[config.mk]
export PLATFORM = sky130hd
export DESIGN_NAME = sar_seq
export DESIGN_NICKNAME = d
export VERILOG_FILES = /design/src/rtl/sar_seq.sv
export SDC_FILE = /design/constraint.sdc
export NUM_CORES = 1
export LEC_CHECK = 0
export BUFFER_PORTS_ARGS = -buffer_cell sky130_fd_sc_hd__buf_4
export CAP_MARGIN = 20
export CORE_MARGIN = 2
export CORE_UTILIZATION = 35
export CTS_CLUSTER_SIZE = 40
export DETAILED_ROUTE_END_ITERATION = 8
export HOLD_SLACK_MARGIN = 0.1
export PLACE_DENSITY = 0.54
export SYNTH_ARGS = -nofsm -noshare
export SYNTH_HDL_FRONTEND = slang
export SYNTH_SLANG_ARGS = --single-unit
[constraint.sdc]
create_clock -name clk -period 3 [get_ports clk]
set_input_delay 0.15 -clock clk [delete_from_list [all_inputs] [get_ports clk]]
set_output_delay 0.15 -clock clk [all_outputs]
set_load 0.05 [all_outputs]
[src/rtl/sar_seq.sv]
module sar_seq #(
  parameter int N       = 10,
  parameter int FRAME   = 16,
  parameter int PWR_CYC = 188,
  parameter int SETTLE  = 27
) (
  input  logic         clk,
  input  logic         rst_n,
  input  logic         conv_start_i,
  input  logic         cmp_i,
  input  logic         sclk_i,
  output logic         dout_o,
  output logic [N-1:0] dac_o,
  output logic [1:0]   status_o
);

  localparam int PW = $clog2(PWR_CYC + 1);
  localparam int TW = $clog2(SETTLE + 2);
  localparam int KW = (N > 1) ? $clog2(N) : 1;
  localparam int BW = $clog2(FRAME + 1);

  typedef enum logic [1:0] {S_OFF = 2'd0, S_PUP = 2'd1, S_TRK = 2'd2, S_CNV = 2'd3} st_t;

  st_t             st;
  logic            strobe_q, sclk_q;
  logic [PW-1:0]   pcnt;
  logic [TW-1:0]   tcnt;
  logic [KW-1:0]   kidx;
  logic [N-1:0]    dac_q, res_q;
  logic [FRAME-1:0] sh_q;
  logic            port_en, rd_act;
  logic [BW-1:0]   bcnt;

  wire strobe_rise = conv_start_i & ~strobe_q;
  wire strobe_fall = ~conv_start_i & strobe_q;
  wire sclk_rise   = sclk_i & ~sclk_q;
  wire sclk_fall   = ~sclk_i & sclk_q;

  wire          trial_end = (st == S_CNV) && (tcnt == TW'(SETTLE));
  wire          conv_done = trial_end && (kidx == '0);
  wire [N-1:0]  kbit      = N'(1) << kidx;
  wire [N-1:0]  trial_val = cmp_i ? dac_q : (dac_q & ~kbit);
  wire          read_end  = rd_act && sclk_fall && (bcnt == BW'(FRAME - 1));
  wire          load_sh   = read_end || (conv_done && !rd_act);
  wire [N-1:0]  load_val  = conv_done ? trial_val : res_q;

  assign dout_o   = sh_q[FRAME-1];
  assign dac_o    = dac_q;
  assign status_o = st;

  always_ff @(posedge clk or negedge rst_n) begin
    if (!rst_n) begin
      st       <= S_OFF;
      strobe_q <= 1'b0;
      sclk_q   <= 1'b0;
      pcnt     <= '0;
      tcnt     <= '0;
      kidx     <= '0;
      dac_q    <= '0;
      res_q    <= '0;
    end else begin
      strobe_q <= conv_start_i;
      sclk_q   <= sclk_i;
      case (st)
        S_OFF: if (strobe_rise) begin
          st   <= S_PUP;
          pcnt <= '0;
        end
        S_PUP: begin
          if (pcnt == PW'(PWR_CYC - 1)) st <= S_TRK;
          else pcnt <= pcnt + 1'b1;
        end
        S_TRK: if (strobe_fall) begin
          st    <= S_CNV;
          kidx  <= KW'(N - 1);
          tcnt  <= '0;
          dac_q <= {1'b1, {(N-1){1'b0}}};
        end
        S_CNV: begin
          if (trial_end) begin
            if (kidx == '0) begin
              res_q <= trial_val;
              dac_q <= '0;
              st    <= conv_start_i ? S_TRK : S_OFF;
            end else begin
              dac_q <= trial_val | (kbit >> 1);
              kidx  <= kidx - 1'b1;
              tcnt  <= '0;
            end
          end else begin
            tcnt <= tcnt + 1'b1;
          end
        end
        default: st <= S_OFF;
      endcase
    end
  end

  always_ff @(posedge clk or negedge rst_n) begin
    if (!rst_n) begin
      port_en <= 1'b0;
      rd_act  <= 1'b0;
      bcnt    <= '0;
      sh_q    <= '0;
    end else begin
      if (strobe_rise) port_en <= 1'b1;
      else if (conv_done && !conv_start_i) port_en <= 1'b0;

      if (load_sh) sh_q <= {{(FRAME-N){1'b0}}, load_val};
      else if (rd_act && sclk_fall) sh_q <= sh_q << 1;

      if (read_end) begin
        rd_act <= 1'b0;
      end else if (!rd_act && sclk_rise && port_en) begin
        rd_act <= 1'b1;
        bcnt   <= '0;
      end
      if (rd_act && sclk_fall) bcnt <= bcnt + 1'b1;
    end
  end

endmodule

==> impl_metrics.toml, run 1 <==
[timing]
hold_viol = 0
slew-limit-headroom_pct = 45.3
finalCriticalPeriod_ns = 2.34
fmax_mhz = 428
fin_worst_skew_ns = 0.0175
worst_slack_ns = 0.665
post-route-period-util_pct = 77.8
rsz0062_at_grt = "false"
final-setup-viol-count = 0
fin_tns_setup_ns = 0
worstMarginPinSlew_ns = 0.820
slew_viol_final = 0

[worst_setup_path]
cp_slowest_cell = "or3b_1"
crit_path_start = "kidx[1]$_DFFE_PN0P_"
ff2ff_setup_slack_ns = 0.66
endpoint = "sh_q[3]$_DFFE_PN0P_"
crit_arrival_ns = 2.58
crit_chain = "inv_1 > ha_1 > or3b_1 > nor3_4 > buf_4 > mux2_2 > o21ba_1"
cp_max_fo = 16
start_kind = "flip-flop"
rr_endpoint = "sh_q[3]$_DFFE_PN0P_"
crit_family = "simple AND/OR/NAND/NOR gates"
crit_buf_inv = 2
path_depth = 7
crit_type = "flip-flop to flip-flop"
r2r_cells = 7
critPathCaptureType = "flip-flop"
critPathRequiredTime_ns = 3.25
cpPeakStageDelay_ns = 0.52
r2r_start = "kidx[1]$_DFFE_PN0P_"

[global_routing]
grt_max_degree = 65
grt_pass1_wl_um = 13600
overflow = 0
antenna_found_initial = 0
grt_pass1_vias = 2703
grt_usage_pct = 15.8

[die]
die_w_um = 104
dieArea_sq_um = 10700
rows = 36
pin_count = 18
start_util_pct = 35.8
die_h_um = 104
core_sq_um = 9680

[routing]
routed_wl_um = 8120
dr.pass1.iters = 5
drt_iter0_markers = 129
drc = 0
drtAntennaViolNets = 0
wl_per_cell_um = 16.0
dr_total_vias = 2752
via_per_inst = 5.43

[logic_synthesis]
synth_fp_nets = 364
synth.yosys.seq_area_share_pct = 46.2
synth_cell_types = 70
synth_seq_cells = 64
synthAdderAreaFrac_pct = 3.25
postSynthCellCount = 350
muxShareOfSynthArea_pct = 2.45
synth-xor-area-share_pct = 0.505
synth_top_area_share_pct = 46.2
yosysWarnings = 0
synth_edf_count = 0
syn_area_per_cell_sq_um = 9.91
synth_area_leader_cell = "dfrtp_1"
synth_area_sq_um = 3470
ys.flop_type = "dfrtp_1"
synth-simple-area-share_pct = 23.0
synth_area_leaders = "dfrtp_1 (46%), nand2_1 (5.1%), o21ai_0 (3.5%), ha_1 (3.2%), a21oi_1 (2.5%)"
synth-compound-area-share_pct = 20.1
synth_top_family_by_area = "simple AND/OR/NAND/NOR gates"
async_flop_share_pct = 100

[power_and_ir_drop]
pwr-share-clk_pct = 25.9
power_frac_seq_pct = 38.9
p_leak_nw = 1.76
p_int_w = 0.00217
max-vdd-ir-drop_mv = 0.393
switching_share_pct = 39.7
combPwrFrac_pct = 35.2
switching_power_w = 0.00143
p_per_area_nw_per_um2 = 910

[finish]
area_growth_syn_to_layout_pct = 14.2
layout_commonest_cell = "dfrtp_1"
fill_cells = 964
layout-drive-gt1-share_pct = 15.5
final_cell_mix = "dfrtp_1 (64), nand2_1 (47), o21ai_0 (24)"
fin_nets = 383
antenna-diode-count = 0

[outcome]
status = "finished clean"

[worst_hold_path]
hp-class = "input port to flip-flop"
hold_path_depth = 4
worstHoldStart = "cmp_i"

[clocking]
cts-resized-gates = 0
cts_tree = "yes"
clk_pin_slew_ns = 0.08
cts_made_buffers = 9
clk_latency_ns = 0.36
htreeDepth = 3
root_buffer = "clkbuf_8"
cts.sinks = 64
cts_setup_buffers = 0
cts.path.max_buffers = 2

[flow_run]
maxCapViolCount = 0

[place]
hpwl_um = 5590
port_buffers = 17
place_ws_ns = 0.683
place.gp.congestion = 0.833
==> sequential cells by signal, indices dropped and copies added, names as in the netlist <==
signal	flops
sh_q	16
dac_o	10
res_q	10
pcnt	8
bcnt	5
tcnt	5
kidx	4
status_o	2
port_en	1
rd_act	1
sclk_q	1
strobe_q	1
==> metrics by stage <==
| stage | hold slack (ns) | cells | power (W) | utilization (%) | instance area, sq um |
|---|---|---|---|---|---|
| 3_3_place_gp | 0.309 | 487 | 0.00264 | 38.0 | 3680 |
| 5_1_grt | 0.302 | 507 | 0.00384 | 40.9 | 3960 |
| 3_5_place_dp | 0.310 | 487 | 0.00267 | 38.0 | 3680 |
| 2_1_floorplan | -0.146 | 350 | 0.00232 | - | 3470 |
| 6_report | 0.287 | 507 | 0.00361 | 40.9 | 3960 |
| 4_1_cts | 0.271 | 506 | 0.00361 | 40.8 | 3950 |
==> worst min-delay path by stage <==
| stage | end | slack (ns) |
|---|---|---|
| 3_5_place_dp | strobe_q$_DFF_PN0_ | 0.31 |
| 6_report | dac_o[6]$_DFFE_PN0P_ | 0.29 |
| 4_1_cts | dac_o[5]$_DFFE_PN0P_ | 0.27 |
| 2_1_floorplan | bcnt[0]$_DFFE_PN0P_ | -0.15 |
| 5_1_grt | dac_o[5]$_DFFE_PN0P_ | 0.30 |
| 3_3_place_gp | sh_q[15]$_DFFE_PN0P_ | 0.31 |
==> cell usage after synthesis (2+ instances only) <==
library cell and n:
nand4_1 2, a21oi_1 17, nor3b_1 2, and4b_1 3, a22o_1 9, o41ai_1 2, clkbuf_1 8, and3_2 4
mux2i_1 4, or3b_1 2, nand2_1 47, nor3_1 9, and4_1 2, o21a_1 4, o22a_1 2, a41oi_1 4
a31oi_1 4, buf_2 2, dfrtp_1 64, ha_1 9, nand3_1 8, o21ai_0 24, buf_6 4, nor4_1 2
o22ai_1 4, inv_1 11, nand2b_1 8, nor2_1 21, a211o_1 3, nor2b_1 4, o31ai_1 3, or4b_2 2
o221ai_1 3, or4_1 3, and3_1 3, nand3b_1 2, o211ai_1 4, a21o_1 3, a32o_1 2, buf_4 2
or3_1 2, mux2_2 4
==> power by group through the flow <==
stage | registers (W) | clock network (W) | logic [W]
2_1_floorplan | 0.00145 | 0 | 0.000869
3_3_place_gp | 0.00141 | 0 | 0.00123
3_5_place_dp | 0.00142 | 0 | 0.00125
4_1_cts | 0.00140 | 0.000948 | 0.00126
5_1_grt | 0.00145 | 0.000995 | 0.00140
6_report | 0.00140 | 0.000934 | 0.00127
==> tightest hold or removal path: cells and delay by family <==
| family | cells | cell delay [ns] |
|---|---|---|
| simple gates | 1 | 0.07 |
| buf+inv | 1 | 0.12 |
| compound gates | 2 | 0.27 |
==> cell families after synthesis <==
group / after synthesis
AND/OR/NAND/NOR: 140
AO/OA/AOI/OAI: 99
flip-flops: 64
buffers and inverters: 28
adder cells (fa/ha/maj): 9
multiplexers: 8
XOR/XNOR: 2
==> repair_timing <==
action,4_1_cts,5_1_grt
hold buffers,3,0
endpoints found under the hold margin,72,0
endpoints found under the setup margin,0,0
==> final cells by class <==
cell class                 instances  area [sq um]  area share (%)
sequential                        64          1600            40.4
timing repair buffer              25           195            4.93
clock inverter                     7           120            3.03
inverter                          11          41.3            1.04
multi-input combinational        258          1710            43.2
clock buffer                       9           124            3.13
tap                              133           166            4.20
==> layer usage <==
layer	global-route usage, %	share of wire [%]
met1	22.0	49
met2	23.9	46
met3	3.52	3.8
met4	6.27	1.7
met5	0	0
Power figures use the tool's default switching activity.
==> run 2: changes to the inputs <==
Settings changed: ABC_AREA set to 1.
Clock period 3 ns to 2.4 ns, I/O delays scaled along.
==> impl_metrics.toml, run 2 <==
[outcome]
status = "finished clean"

[logic_synthesis]
ys.flop_type = "dfrtp_1"
synth_edf_count = 0
synth_cell_types = 35
async_flop_share_pct = 100
synth_seq_cells = 64
yosysWarnings = 0
synth_most_common_cell = "nand2_1"
postSynthCellCount = 418
synth_area_leader_cell = "dfrtp_1"
synth_top_area_share_pct = 47.5
syn_area_per_cell_sq_um = 8.07
synth_area_sq_um = 3370
yosys-top-cells-count = "nand2_1 (123), dfrtp_1 (64), inv_1 (60), nand3_1 (43), nor2_1 (19)"
synth.yosys.seq_area_share_pct = 47.5
synth_area_leaders = "dfrtp_1 (47%), nand2_1 (14%), inv_1 (6.7%), nand3_1 (6.4%), ha_1 (3.3%)"
synth_fp_nets = 432

[routing]
wl_per_cell_um = 12.0
drt_iter0_markers = 109
routed_wl_um = 6900
via_per_inst = 4.64
dr.pass1.iters = 4
dr_total_vias = 2677
drtAntennaViolNets = 0
drc = 0

[global_routing]
grt_pass1_wl_um = 12100
grt_max_degree = 65
antenna_found_initial = 0
grt_usage_pct = 14.8
overflow = 0
grt_pass1_vias = 2638

[clocking]
cts_made_buffers = 9
cts.path.max_buffers = 2
cts.sinks = 64
cts_tree = "yes"
root_buffer = "clkbuf_8"
clk_pin_slew_ns = 0.07
clk_latency_ns = 0.34
htreeDepth = 3

[finish]
design_area_sq_um = 3800
layout_commonest_cell = "nand2_1"
fin_nets = 457
antenna-diode-count = 0
layout-drive-gt1-share_pct = 12.5
largest_register_ffs = 16
largest-register = "sh_q"
fill_cells = 993
final_cell_mix = "nand2_1 (123), dfrtp_1 (64), inv_1 (60)"
final_util_pct = 40.9
final_cells = 577
area_growth_syn_to_layout_pct = 12.6

[worst_setup_path]
critPathRequiredTime_ns = 2.63
start_kind = "flip-flop"
cp_slowest_cell = "dfrtp_1"
crit_chain = "inv_1 > ha_1 > nand3_2 > nor2_4 > nand2_4 > nand2_4 > inv_2 > nand2_1 > o21ai_0"
crit_arrival_ns = 2.10
critPathCaptureType = "flip-flop"
crit_type = "flip-flop to flip-flop"
cpPeakStageDelay_ns = 0.40
crit_top_cell = "nand2_4"
cp_max_fo = 16

[die]
core_sq_um = 9280
die_h_um = 102
die_w_um = 102
pin_count = 18
dieArea_sq_um = 10400
start_util_pct = 36.3
rows = 35

[timing]
slew_viol_final = 0
rsz0062_at_grt = "false"
fin_tns_setup_ns = 0
post-route-period-util_pct = 78.1
worst_slack_ns = 0.526
fmax_mhz = 534
final-setup-viol-count = 0
worstMarginPinSlew_ns = 0.816
fin_worst_skew_ns = 0.00666
finalCriticalPeriod_ns = 1.87
hold_viol = 0
slew-limit-headroom_pct = 45.6

[place]
hpwl_um = 4820
dpl-instance-area_sq_um = 3600
port_buffers = 17
dp_cells = 558
place_ws_ns = 0.538
place.gp.congestion = 0.831

[worst_hold_path]
hp-class = "input port to flip-flop"

[power_and_ir_drop]
max-vdd-ir-drop_mv = 0.247
p_leak_nw = 1.92
p_per_area_nw_per_um2 = 644

[flow_run]
maxCapViolCount = 0
run 2: cell types whose count changed after synthesis, moves of 6 or more:
cell,previous run,this run
a21oi_1,17,6
a22o_1,9,0
clkbuf_1,8,1
inv_1,11,60
nand2_1,47,123
nand2_2,1,8
nand2b_1,8,0
nand3_1,8,43
nand4_1,2,8
nor3_1,9,1
o21ai_0,24,17
o21ai_1,0,10
run 2: kinds of logic (layout without fill, tap and decap cells):
kind of cell,Yosys count,after routing,synth area share (%)
compound gates,53,53,9.09
flops,64,64,47.5
xor+xnor,7,7,1.82
fa+ha+maj,9,9,3.34
buf+inv,71,101,9.20
simple gates,214,214,29.1
run 2: final timing paths:
path | startpoint | to | slack [ns] | depth (start not counted)
worst max-delay path | kidx[0]$_DFFE_PN0P_ | sh_q[15]$_DFFE_PN0P_ | 0.53 | 9
worst min-delay path | cmp_i | res_q[0]$_DFFE_PN0P_ | 0.23 | 3
worst max register to register | kidx[0]$_DFFE_PN0P_ | sh_q[15]$_DFFE_PN0P_ | 0.53 | 9
worst min register to register | sh_q[4]$_DFFE_PN0P_ | sh_q[4]$_DFFE_PN0P_ | 0.48 | 2
max in group asynchronous | rst_n | bcnt[2]$_DFFE_PN0P_ | 1.45 | 2
min in group asynchronous | rst_n | dac_o[2]$_DFFE_PN0P_ | 0.40 | 2
run 2: through the flow:
step	hold slack [ns]	power (W)
after floorplan	-0.176	0.00156
after global placement	0.275	0.00164
after detailed placement	0.277	0.00165
after CTS	0.239	0.00249
after global routing	0.302	0.00262
final	0.234	0.00245
run 2: critical path: cells and delay by family (launching register included):
kind,cells,cell delay [ns]
flip-flops,1,0.40
AND/OR/NAND/NOR,5,0.66
AO/OA/AOI/OAI,1,0.07
buffers and inverters,2,0.30
adder cells (fa/ha/maj),1,0.32
run 2: what timing repair did:
item,4_1_cts,5_1_grt
hold buffers,3,0
endpoints found under the hold margin,68,0
endpoints found under the setup margin,0,0
resized for setup,0,0
setup buffers,0,0
run 2: power by group:
| part | switching [W] | leakage, nW | internal [W] |
|---|---|---|---|
| clock network | 0.000418 | 0.0899 | 0.000397 |
| logic | 0.000213 | 1.03 | 0.000136 |
| registers | 0.0000715 | 0.800 | 0.00121 |
| total | 0.000702 | 1.92 | 0.00175 |
run 2: layer usage:
metal / track usage [%] / routed length, um
met3: 4.38 / 231
met2: 24.4 / 3240
met4: 5.03 / 111
met5: 0 / 0
met1: 18.7 / 3320
run 2: layout make-up:
class                   count  area [sq um]  share of cell area (%)
repair buffers             21           165                    4.35
well taps                 129           161                    4.25
multi-input cells         283          1460                    38.5
flip-flops and latches     64          1600                    42.1
clock buffers              12           145                    3.82
inverters                  64           245                    6.45
clock inverters             4          20.0                   0.527
==> run 3: changes to the inputs <==
Settings changed: ABC_AREA 1 to 0, PLACE_DENSITY 0.54 to 0.55.
Clock period 2.4 ns to 1.63 ns, I/O delays scaled along.
==> impl_metrics.toml, run 3 (synthesis gave the netlist of run 1 again) <==
[outcome]
status = "finished with violations"
violations = "negative setup slack"

[die]
start_util_pct = 35.8
pin_count = 18
rows = 36
die_h_um = 104
die_w_um = 104
dieArea_sq_um = 10700
core_sq_um = 9680

[global_routing]
overflow = 0
grt_pass1_vias = 3138
grt_max_degree = 33
grt_pass1_wl_um = 16000
antenna_found_initial = 0
grt_usage_pct = 18.7

[clocking]
clk_pin_slew_ns = 0.07
htreeDepth = 3
clk_latency_ns = 0.35
cts_made_buffers = 9
cts_tree = "yes"
cts.sinks = 64
cts.path.max_buffers = 2
root_buffer = "clkbuf_8"

[finish]
area_growth_syn_to_layout_pct = 49.7
antenna-diode-count = 0
layout_commonest_cell = "buf_4"
final_cells = 607
final_cell_mix = "buf_4 (98), dfrtp_1 (62), nand2_1 (43)"
layout-drive-gt1-share_pct = 45.1
largest-register = "sh_q"
final_util_pct = 53.6
largest_register_ffs = 16
fin_nets = 484

[power_and_ir_drop]
switching_share_pct = 40.1
switching_power_w = 0.00317
p_per_area_nw_per_um2 = 1520
power_frac_seq_pct = 31.0
max-vdd-ir-drop_mv = 0.963
p_leak_nw = 2.32
pwr-share-clk_pct = 15.7
p_int_w = 0.00474
combPwrFrac_pct = 53.3

[place]
dp_cells = 568
place.gp.congestion = 0.842
port_buffers = 17
hpwl_um = 6850
place_ws_ns = -0.528

[timing]
fin_worst_skew_ns = 0.00642
post-route-period-util_pct = 123
fmax_mhz = 497
finalCriticalPeriod_ns = 2.01
slew_viol_final = 0
fin_tns_setup_ns = -8.11
worst_slack_ns = -0.382
worstMarginPinSlew_ns = 0.471
slew-limit-headroom_pct = 68.2
hold_viol = 0
hold_slack_ns = 0.211
rsz0062_at_grt = "true"
final-setup-viol-count = 42

[worst_hold_path]
hold_path_depth = 5
hp-class = "input port to flip-flop"

[worst_setup_path]
crit_arrival_ns = 2.25
cp_max_fo = 4
r2r_cells = 7
critPathRequiredTime_ns = 1.87
start_kind = "flip-flop"
crit_type = "flip-flop to flip-flop"
critPathCaptureType = "flip-flop"

[flow_run]
maxCapViolCount = 0

[routing]
drtAntennaViolNets = 0
dr_total_vias = 3214
drt_iter0_markers = 110
wl_per_cell_um = 16.3
drc = 0
dr.pass1.iters = 5
routed_wl_um = 9890
via_per_inst = 5.29
[run 3: changes by cell type in the layout (fill, tap and decap cells not counted), moves of 6 or more]
cell	delta
nand2b_1	+6
nand3_1	-37
o22ai_1	-7
nor3_1	+6
inv_1	-51
o21ai_0	-6
nand4_1	-6
buf_4	+80
ha_1	-7
a21oi_1	+6
nand2_1	-80
buf_6	+18
a22o_1	+9
[run 3: final timing paths]
check	slack [ns]	from	endpoint
max	-0.38	kidx[1]$_DFFE_PN0P_	sh_q[3]$_DFFE_PN0P_
min	0.21	cmp_i	dac_o[5]$_DFFE_PN0P_
max reg2reg	-0.38	kidx[1]$_DFFE_PN0P_	sh_q[3]$_DFFE_PN0P_
min reg2reg	0.47	res_q[7]$_DFFE_PN0P_	res_q[7]$_DFFE_PN0P_
max in group asynchronous	0.85	rst_n	res_q[4]$_DFFE_PN0P_
min in group asynchronous	0.22	rst_n	sh_q[13]$_DFFE_PN0P_
[run 3: power groups by stage]
stage	combinational [W]	sequential, W	clock [W]
after floorplan	0.00182	0.00269	0
after global placement	0.00349	0.00243	0
after detailed placement	0.00356	0.00245	0
after CTS	0.00387	0.00244	0.00128
after global routing	0.00456	0.00251	0.00136
final	0.00422	0.00245	0.00124
[run 3: per-layer routing]
metal	track usage, %	up-vias	share of wire [%]	routed length [um]
met5	0	-	0	0
met2	28.8	57	49	4810
li1	-	1546	-	-
met1	26.0	1596	46	4600
met3	4.47	15	3.2	316
met4	6.66	0	1.7	165
[run 3: area by class of cell]
cell class	instances	area, sq um
repair buffers	126	1110
flip-flops and latches	64	1600
fillers	851	4490
multi-input cells	258	2100
clock buffers	11	151
inverters	11	41.3
well taps	133	166
clock inverters	4	20.0
[run 3: repair_timing]
item                                   CTS  global route
resized for setup                       39            43
setup endpoints to repair               51            56
hold buffers                             3             0
buffers inserted                        10            11
endpoints found under the hold margin   60             0
cloned                                   2             0
pin swaps                               10            23
[run 3: through the flow]
| step | cell area [sq um] | total power, W |
|---|---|---|
| finish | 5190 | 0.00791 |
| global route | 5190 | 0.00843 |
| CTS | 4940 | 0.00759 |
| detailed placement | 4470 | 0.00600 |
| global placement | 4470 | 0.00592 |
| floorplan | 3630 | 0.00451 |
[run 3: worst max-delay path, cell delays in order, from the launching register on]
cell and delay (ns):
dfrtp_1 0.40, inv_2 0.09, ha_4 0.13, or3b_4 0.41, nor3_4 0.23, buf_4 0.15, mux2_2 0.34, o21ba_1 0.17
